`config.mk`:
```
export PLATFORM = sky130hd
export DESIGN_NAME = lvl_irq_concentrator
export DESIGN_NICKNAME = d
export VERILOG_FILES = /design/src/rtl/irqc_pkg.sv /design/src/rtl/irqc_sync.sv /design/src/rtl/irqc_regs.sv /design/src/rtl/irqc_prio.sv /design/src/rtl/lvl_irq_concentrator.sv
export SDC_FILE = /design/constraint.sdc
export NUM_CORES = 1
export LEC_CHECK = 0
export BUFFER_PORTS_ARGS = -buffer_cell sky130_fd_sc_hd__buf_2
export CAP_MARGIN = 40
export CORE_ASPECT_RATIO = 0.75
export CORE_UTILIZATION = 38
export CTS_CLUSTER_SIZE = 25
export DETAILED_ROUTE_END_ITERATION = 10
export MAX_ROUTING_LAYER = met4
export PLACE_DENSITY = 0.78
export SETUP_SLACK_MARGIN = 0.5
export SLEW_MARGIN = 25
export SYNTH_ARGS = -nofsm -noshare
export SYNTH_HDL_FRONTEND = slang
export SYNTH_SLANG_ARGS = --single-unit
```
`constraint.sdc`:
```
create_clock -name clk -period 1.3 [get_ports clk]
set_input_delay 0.195 -clock clk [delete_from_list [all_inputs] [get_ports clk]]
set_output_delay 0.195 -clock clk [all_outputs]
set_load 0.01 [all_outputs]
```
`src/rtl/irqc_pkg.sv`:
```
package irqc_pkg;

    localparam int unsigned DEF_NUM_SRC = 6;
    localparam int unsigned DEF_DATA_W  = 32;
    localparam int unsigned DEF_ADDR_W  = 12;
    localparam int unsigned DEF_STAGES  = 2;

    // which word a register access is aimed at
    typedef enum logic [1:0] {
        RSEL_NONE = 2'd0,
        RSEL_MASK = 2'd1,
        RSEL_STAT = 2'd2
    } rsel_e;

endpackage

```
`src/rtl/irqc_sync.sv`:
```
module irqc_sync #(
    parameter int unsigned N      = 6,
    parameter int unsigned STAGES = 2
) (
    input  logic         clk,
    input  logic         rst_n,
    input  logic [N-1:0] async_in,
    output logic [N-1:0] sync_out
);

    localparam int unsigned CNT_W = $clog2(STAGES + 1);

    typedef struct packed {
        logic [STAGES-1:0][N-1:0] chain;
        logic [CNT_W-1:0]         warm;
    } sync_t;

    sync_t s_d, s_q;

    always_comb begin
        s_d = s_q;
        s_d.chain[0] = async_in;
        for (int i = 1; i < int'(STAGES); i++) begin
            s_d.chain[i] = s_q.chain[i-1];
        end
        if (s_q.warm != CNT_W'(STAGES)) begin
            s_d.warm = s_q.warm + CNT_W'(1);
        end
    end

    always_ff @(posedge clk) begin
        if (!rst_n) begin
            s_q <= '0;
        end else begin
            s_q <= s_d;
        end
    end

    assign sync_out = s_q.chain[STAGES-1];


    sync_delay_chk: assert property (@(posedge clk) disable iff (!rst_n)
        (s_q.warm == CNT_W'(STAGES)) |-> (sync_out == $past(async_in, STAGES)));

endmodule

```
`src/rtl/irqc_regs.sv`:
```
module irqc_regs
    import irqc_pkg::*;
#(
    parameter int unsigned NUM_SRC = 6,
    parameter int unsigned DATA_W  = 32,
    parameter int unsigned ADDR_W  = 12,
    parameter logic [ADDR_W-1:0] MASK_OFS = 12'h40C,
    parameter logic [ADDR_W-1:0] STAT_OFS = 12'h410
) (
    input  logic               clk,
    input  logic               rst_n,
    input  logic               reg_sel,
    input  logic               reg_wr,
    input  logic [ADDR_W-1:0]  reg_addr,
    input  logic [DATA_W-1:0]  reg_wdata,
    input  logic [NUM_SRC-1:0] stat_bits,
    output logic [NUM_SRC-1:0] mask_bits,
    output logic [DATA_W-1:0]  reg_rdata
);

    localparam int unsigned SRC_LSB = DATA_W - NUM_SRC;

    typedef struct packed {
        logic [NUM_SRC-1:0] mask;
    } regs_t;

    regs_t r_d, r_q;
    rsel_e rsel;
    logic  unused_low;

    always_comb begin
        if (reg_addr == MASK_OFS) begin
            rsel = RSEL_MASK;
        end else if (reg_addr == STAT_OFS) begin
            rsel = RSEL_STAT;
        end else begin
            rsel = RSEL_NONE;
        end
    end

    always_comb begin
        r_d = r_q;
        if (reg_sel && reg_wr && (rsel == RSEL_MASK)) begin
            r_d.mask = reg_wdata[DATA_W-1:SRC_LSB];
        end
    end

    always_ff @(posedge clk) begin
        if (!rst_n) begin
            r_q <= '0;
        end else begin
            r_q <= r_d;
        end
    end

    always_comb begin
        reg_rdata = '0;
        if (reg_sel && !reg_wr) begin
            unique case (rsel)
                RSEL_MASK: reg_rdata = {r_q.mask, {SRC_LSB{1'b0}}};
                RSEL_STAT: reg_rdata = {stat_bits, {SRC_LSB{1'b0}}};
                default:   reg_rdata = '0;
            endcase
        end
    end

    assign mask_bits  = r_q.mask;
    assign unused_low = ^reg_wdata[SRC_LSB-1:0];


    mask_store_chk: assert property (@(posedge clk) disable iff (!rst_n)
        (reg_sel && reg_wr && reg_addr == MASK_OFS)
        |=> (mask_bits == $past(reg_wdata[DATA_W-1:SRC_LSB])));


    mask_hold_chk: assert property (@(posedge clk) disable iff (!rst_n)
        !(reg_sel && reg_wr && reg_addr == MASK_OFS) |=> $stable(mask_bits));

endmodule

```
`src/rtl/irqc_prio.sv`:
```
module irqc_prio #(
    parameter int unsigned NUM_SRC = 6,
    parameter int unsigned IDX_W   = 3
) (
    input  logic               clk,
    input  logic               rst_n,
    input  logic [NUM_SRC-1:0] stat_bits,
    input  logic [NUM_SRC-1:0] mask_bits,
    output logic               irq_out,
    output logic               act_valid,
    output logic [IDX_W-1:0]   act_idx
);

    typedef struct packed {
        logic             irq;
        logic             valid;
        logic [IDX_W-1:0] idx;
    } pick_t;

    pick_t p_d, p_q;
    logic [NUM_SRC-1:0] live;

    assign live = stat_bits & mask_bits;

    always_comb begin
        p_d = '0;
        // scan downward so the lowest live source is the last one kept
        for (int i = int'(NUM_SRC) - 1; i >= 0; i--) begin
            if (live[i]) begin
                p_d.valid = 1'b1;
                p_d.idx   = IDX_W'(i);
            end
        end
        p_d.irq = |live;
    end

    always_ff @(posedge clk) begin
        if (!rst_n) begin
            p_q <= '0;
        end else begin
            p_q <= p_d;
        end
    end

    assign irq_out   = p_q.irq;
    assign act_valid = p_q.valid;
    assign act_idx   = p_q.idx;


    pick_lowest_chk: assert property (@(posedge clk) disable iff (!rst_n)
        act_valid |-> (($past(live) & ((NUM_SRC'(1) << act_idx) - NUM_SRC'(1))) == '0));


    pick_live_chk: assert property (@(posedge clk) disable iff (!rst_n)
        act_valid |-> (act_idx < IDX_W'(NUM_SRC)));


    pick_idle_chk: assert property (@(posedge clk) disable iff (!rst_n)
        !act_valid |-> (act_idx == '0));

endmodule

```
`src/rtl/lvl_irq_concentrator.sv`:
```
module lvl_irq_concentrator
    import irqc_pkg::*;
#(
    parameter int unsigned NUM_SRC     = DEF_NUM_SRC,
    parameter int unsigned DATA_W      = DEF_DATA_W,
    parameter int unsigned ADDR_W      = DEF_ADDR_W,
    parameter int unsigned SYNC_STAGES = DEF_STAGES,
    parameter logic [ADDR_W-1:0] MASK_OFS = 12'h40C,
    parameter logic [ADDR_W-1:0] STAT_OFS = 12'h410,
    localparam int unsigned IDX_W = $clog2(NUM_SRC)
) (
    input  logic               clk,
    input  logic               rst_n,
    input  logic [NUM_SRC-1:0] src_irq,
    input  logic               reg_sel,
    input  logic               reg_wr,
    input  logic [ADDR_W-1:0]  reg_addr,
    input  logic [DATA_W-1:0]  reg_wdata,
    output logic [DATA_W-1:0]  reg_rdata,
    output logic               irq_out,
    output logic [IDX_W-1:0]   act_idx,
    output logic               act_valid
);

    logic [NUM_SRC-1:0] stat_bits;
    logic [NUM_SRC-1:0] mask_bits;

    irqc_sync #(
        .N      (NUM_SRC),
        .STAGES (SYNC_STAGES)
    ) u_sync (
        .clk      (clk),
        .rst_n    (rst_n),
        .async_in (src_irq),
        .sync_out (stat_bits)
    );

    irqc_regs #(
        .NUM_SRC  (NUM_SRC),
        .DATA_W   (DATA_W),
        .ADDR_W   (ADDR_W),
        .MASK_OFS (MASK_OFS),
        .STAT_OFS (STAT_OFS)
    ) u_regs (
        .clk       (clk),
        .rst_n     (rst_n),
        .reg_sel   (reg_sel),
        .reg_wr    (reg_wr),
        .reg_addr  (reg_addr),
        .reg_wdata (reg_wdata),
        .stat_bits (stat_bits),
        .mask_bits (mask_bits),
        .reg_rdata (reg_rdata)
    );

    irqc_prio #(
        .NUM_SRC (NUM_SRC),
        .IDX_W   (IDX_W)
    ) u_prio (
        .clk       (clk),
        .rst_n     (rst_n),
        .stat_bits (stat_bits),
        .mask_bits (mask_bits),
        .irq_out   (irq_out),
        .act_valid (act_valid),
        .act_idx   (act_idx)
    );


    irq_follow_chk: assert property (@(posedge clk) disable iff (!rst_n)
        irq_out == $past(|(stat_bits & mask_bits)));


    valid_irq_chk: assert property (@(posedge clk) disable iff (!rst_n)
        act_valid == irq_out);

endmodule

```
Yosys cells after proc, flatten, opt, wreduce, memory -nomap -nowiden
Cells that the tools add are included.

storage, ports and cells
  register bits after elaboration = 23
  bits of input ports = 54
  word-level logic and storage cells = 32

operators by class
  equal/unequal tests = 4
  mux-type cells = 10
  bitwise logic cells = 2
  reductions and logical operators = 8

operators with widths
  cell                                              count
  one-hot mux 32 bit (2 select lines)               1
  two-way mux 32 bit                                1
  == test 12 x 11 -> 1 bit (second input constant)  2
  two-way mux 4 bit                                 6
  bitwise AND 6 bit                                 1
  OR reduction 6 bit                                1
  OR reduction 5 bit                                1
  two-way mux 2 bit                                 2
  logical AND 1 bit                                 3
  OR reduction 3 bit                                1
  == test 2 x 1 -> 1 bit (second input constant)    1
  == test 2 bit (second input constant)             1
  OR reduction 2 bit                                1
  zero test 1 bit                                   1
  NOT 1 bit                                         1

Depth between registers and ports, before layout
  depth in word-level cells = 7
  gate-level depth with buffers = 5

Modules after synthesis
From an unflattened synthesis, not the netlist that was laid out.

unflattened totals
  cells, all modules = 120
  area, all modules = 1,126.1 µm²

modules (own cells, without submodules)
  module     times used  cells each  area each (µm²)  seq. area each (µm²)
  irqc_regs  1           74          588.1            120.1
  irqc_sync  1           25          336.6            240.2
  irqc_prio  1           21          201.4            100.1

Worst setup path after synthesis
No wires, ideal clock.

  path type = input -> output
  start point = input port reg_addr[0]
  end point = output port reg_rdata[26]
  data arrival time = 0.850 ns
  setup slack = 0.255 ns
  cell stages on the path = 3
  cell sequence = and4bb_2 > nand3_1 > nor2_1

on the way
  longest elaborated chain between the ends = 6
  elaborated cells between the ends (all ways) = 8

RTL lines
  item                                                     line                        source
  from (decl)                                              lvl_irq_concentrator.sv:17  input logic [ADDR_W-1:0] reg_addr,
  == test 12 x 11 -> 1 bit                                 irqc_regs.sv:34             end else if (reg_addr == STAT_OFS) begin
  two-way mux 2 bit                                        irqc_regs.sv:34
  two-way mux 2 bit *                                      irqc_regs.sv:32             if (reg_addr == MASK_OFS) begin
  == test 2 bit or == test 2 x 1 -> 1 bit (tied branches)  irqc_regs.sv:59             unique case (rsel)
  one-hot mux 32 bit (2 select lines) *                    irqc_regs.sv:59
  two-way mux 32 bit *                                     irqc_regs.sv:58             if (reg_sel && !reg_wr) begin
  to (decl)                                                lvl_irq_concentrator.sv:19  output logic [DATA_W-1:0] reg_rdata,

Every way passes the cells marked *; elsewhere a longest branch is shown, timed or not.

Final worst setup path
  start point = input port reg_addr[7]
  end point = output port reg_rdata[28]

Same word-level chain as after synthesis.

==> impl_metrics.env <==
export IMPL_cp_start_kind="primary input"
export IMPL_yosys_warnings=0
export IMPL_antenna_left=0
export IMPL_final_cells=201
export IMPL_drc=0
export IMPL_worstPathArrival_ns=1.10
export IMPL_grt_max_degree=18
export IMPL_boundaryPins=91
export IMPL_cts_buffers=3
export IMPL_status="completed"
export IMPL_syn_avg_cell_area_um2=9.37
export IMPL_ys_ff_latch=23
export IMPL_min_path_cells=2
export IMPL_drive_above_1_share_pct=57.6
export IMPL_skew_ns=0.00465
export IMPL_core_mm2=0.00272
export IMPL_cts_tree="done"
export IMPL_rows=16
export IMPL_min_period_ns=1.30
export IMPL_fmax_mhz=771
export IMPL_start_util_pct=41.6
export IMPL_multi_input_area_um2=693
export IMPL_grt_pass1_vias=801
export IMPL_dieArea_mm2=0.00321
export IMPL_crit_fanout=6
export IMPL_worst_r2r_cell_count=4
export IMPL_hold_viol_final=0
export IMPL_regArea_um2=478
export IMPL_postCtsHoldBufs=0
export IMPL_wl_per_cell_um=11.9
export IMPL_track_usage_pct=14.6
export IMPL_hp_class="in -> reg"
export IMPL_grt_pass1_wl_um=3440
export IMPL_clkTransAtPathRegs_ns=0.08
export IMPL_vias=925
export IMPL_report_final_slew_viol_count=0
export IMPL_fin_crit_sh_pct=99.8
export IMPL_static_leakage_power_nw=0.676
export IMPL_dp_cells=193
export IMPL_die_h_um=49.3
export IMPL_n_fill_cell=225
export IMPL_final_cell_area_mm2=0.00163
export IMPL_io_buffers=38
export IMPL_clock_latency_ns=0.26
export IMPL_fin_nets=220
export IMPL_synth_cells=121
export IMPL_synth_seq_area_share_pct=40.6
export IMPL_dpl_hpwl_um=1780
export IMPL_routed_via_density=4.60
export IMPL_numClockSinks=23
export IMPL_topRoutingLayerUsed="met4"
export IMPL_rsz0062_at_grt="true"
export IMPL_antenna_found_initial=0
export IMPL_critPathCaptureType="output pin"
export IMPL_met3_length_um=181
export IMPL_overflow=0
export IMPL_drt_pass1_iterations=4
export IMPL_synthDistinctLibCells=26
export IMPL_areaGrowthSynthToFinish_pct=43.6
export IMPL_cts_root_buf="clkbuf_8"
export IMPL_drt_initial_drc_count=11
export IMPL_wl_um=2400
export IMPL_p_per_area_mw_per_mm2=823
export IMPL_synthesis_area_mm2=0.00113
export IMPL_n_antenna_cell=0
export IMPL_vdd_drop_max_mv=0.667
export IMPL_critical_path_required_ns=1.11
export IMPL_cts_buffer_depth=2
export IMPL_cap_violations=0
export IMPL_dr_wl_met2_um=1270
export IMPL_htree_levels=1
export IMPL_die_w_um=65.1
export IMPL_wl_met1_um=926
export IMPL_routabilityCongestion=0.799
export IMPL_setup_viol_count_final=0
export IMPL_path_class="in -> out"
export IMPL_dpl_instance_area_mm2=0.00135
-- sequential cells by signal, indices dropped and copies added (netlist names) --
signal            cells
u_regs.mask_bits      6
u_prio.act_idx        3
u_sync.sync_out       6
u_sync.s_d            6
u_prio.act_valid      1
u_prio.irq_out        1
-- layout make-up --
type	count	share of cell area, %
clock inverters	1	0.461
clock buffers	3	2.54
repair buffers	45	22.1
well taps	36	2.77
inverters	1	0.231
multi-input cells	92	42.6
flip-flops and latches	23	29.4
-- cell usage in the layout (no fill, tap or decap), types with 2 or more instances in the layout --
cell	count
a22oi_2	6
buf_4	3
dfxtp_1	13
conb_1	26
nor2_4	7
nand2_2	3
buf_6	17
a41oi_1	2
buf_8	2
nand3_1	2
nand3_2	5
o21ai_2	6
a22oi_1	2
and2_1	12
clkbuf_8	3
nand2_1	8
buf_2	23
dfxtp_2	8
dfxtp_4	2
nor3_4	2
-- worst paths after layout --
path | startpoint | endpoint | slack (ns)
worst max-delay path | reg_addr[7] | reg_rdata[28] | 0.003
worst min-delay path | src_irq[3] | u_sync.s_d[11] | 0.14
worst max register to register | u_regs.mask_bits[4] | u_prio.act_idx[0] | 0.40
worst min register to register | u_sync.s_d[9] | u_sync.sync_out[1] | 0.44
-- Yosys cell counts --
master    number  share of area [%]
a22oi_1        8                5.3
conb_1         1               0.33
nor3_2         1               0.88
clkbuf_1       1               0.33
nand2_1       11                3.6
buf_6          1               0.99
buf_2          2               0.88
dfxtp_1       23                 41
nand3_1        4                1.8
buf_4         26                 17
inv_1          1               0.33
a32oi_1        1               0.77
nor3b_2        1                1.1
nor2_1         8                2.6
nor3b_1        1               0.66
a21oi_1        1               0.44
and2_1        12                6.6
nand4_2        1                1.1
and4bb_2       1                1.1
nand3_2        4                3.5
a21o_1         1               0.66
and4b_1        1               0.88
nor3_4         1                1.4
a41oi_1        2                1.5
o21ai_2        6                4.6
nor4_1         1               0.55
-- power by group --
part	internal (W)	switching, W	total [W]
clock	0.000216	0.000224	0.000440
sequential	0.000717	0.00000918	0.000726
combinational	0.0000736	0.0000991	0.000173
total	0.00101	0.000332	0.00134
-- critical path: stages --
cell	delay, ns
buf_8	0.10
nor4_4	0.30
nand3_4	0.23
nor2_4	0.16
buf_6	0.11
-- logic make-up after synthesis --
| logic type | Yosys count | synth area share [%] |
|---|---|---|
| compound gates | 19 | 13.4 |
| flops | 23 | 40.6 |
| other cells | 1 | 0.331 |
| simple gates | 47 | 25.9 |
| buf+inv | 31 | 19.8 |
-- metrics by stage --
step | hold slack [ns] | total power [W] | setup TNS (ns) | util (%) | setup WS (ns)
6_report | 0.137 | 0.00134 | 0 | 59.8 | 0.00252
3_5_place_dp | 0.406 | 0.000885 | -0.497 | 49.6 | -0.109
3_3_place_gp | 0.400 | 0.000878 | -0.0379 | 49.6 | -0.0149
5_1_grt | 0.127 | 0.00139 | -0.0671 | 59.8 | -0.0258
2_1_floorplan | 0.322 | 0.000882 | 0 | - | 0.256
4_1_cts | 0.134 | 0.00132 | -0.00940 | 55.9 | -0.00940
-- what timing repair did --
item	in CTS	in global routing
endpoints found under the setup margin	21	22
gates cloned	1	0
gates resized for setup	23	26
pin swaps	6	8
buffers inserted	2	1
-- metal layers --
metal,track usage (%),up-vias
li1,-,448
met3,4.67,2
met2,26.9,49
met5,-,-
met1,14.9,426
met4,3.62,0
(Power assumes the default switching activity.)
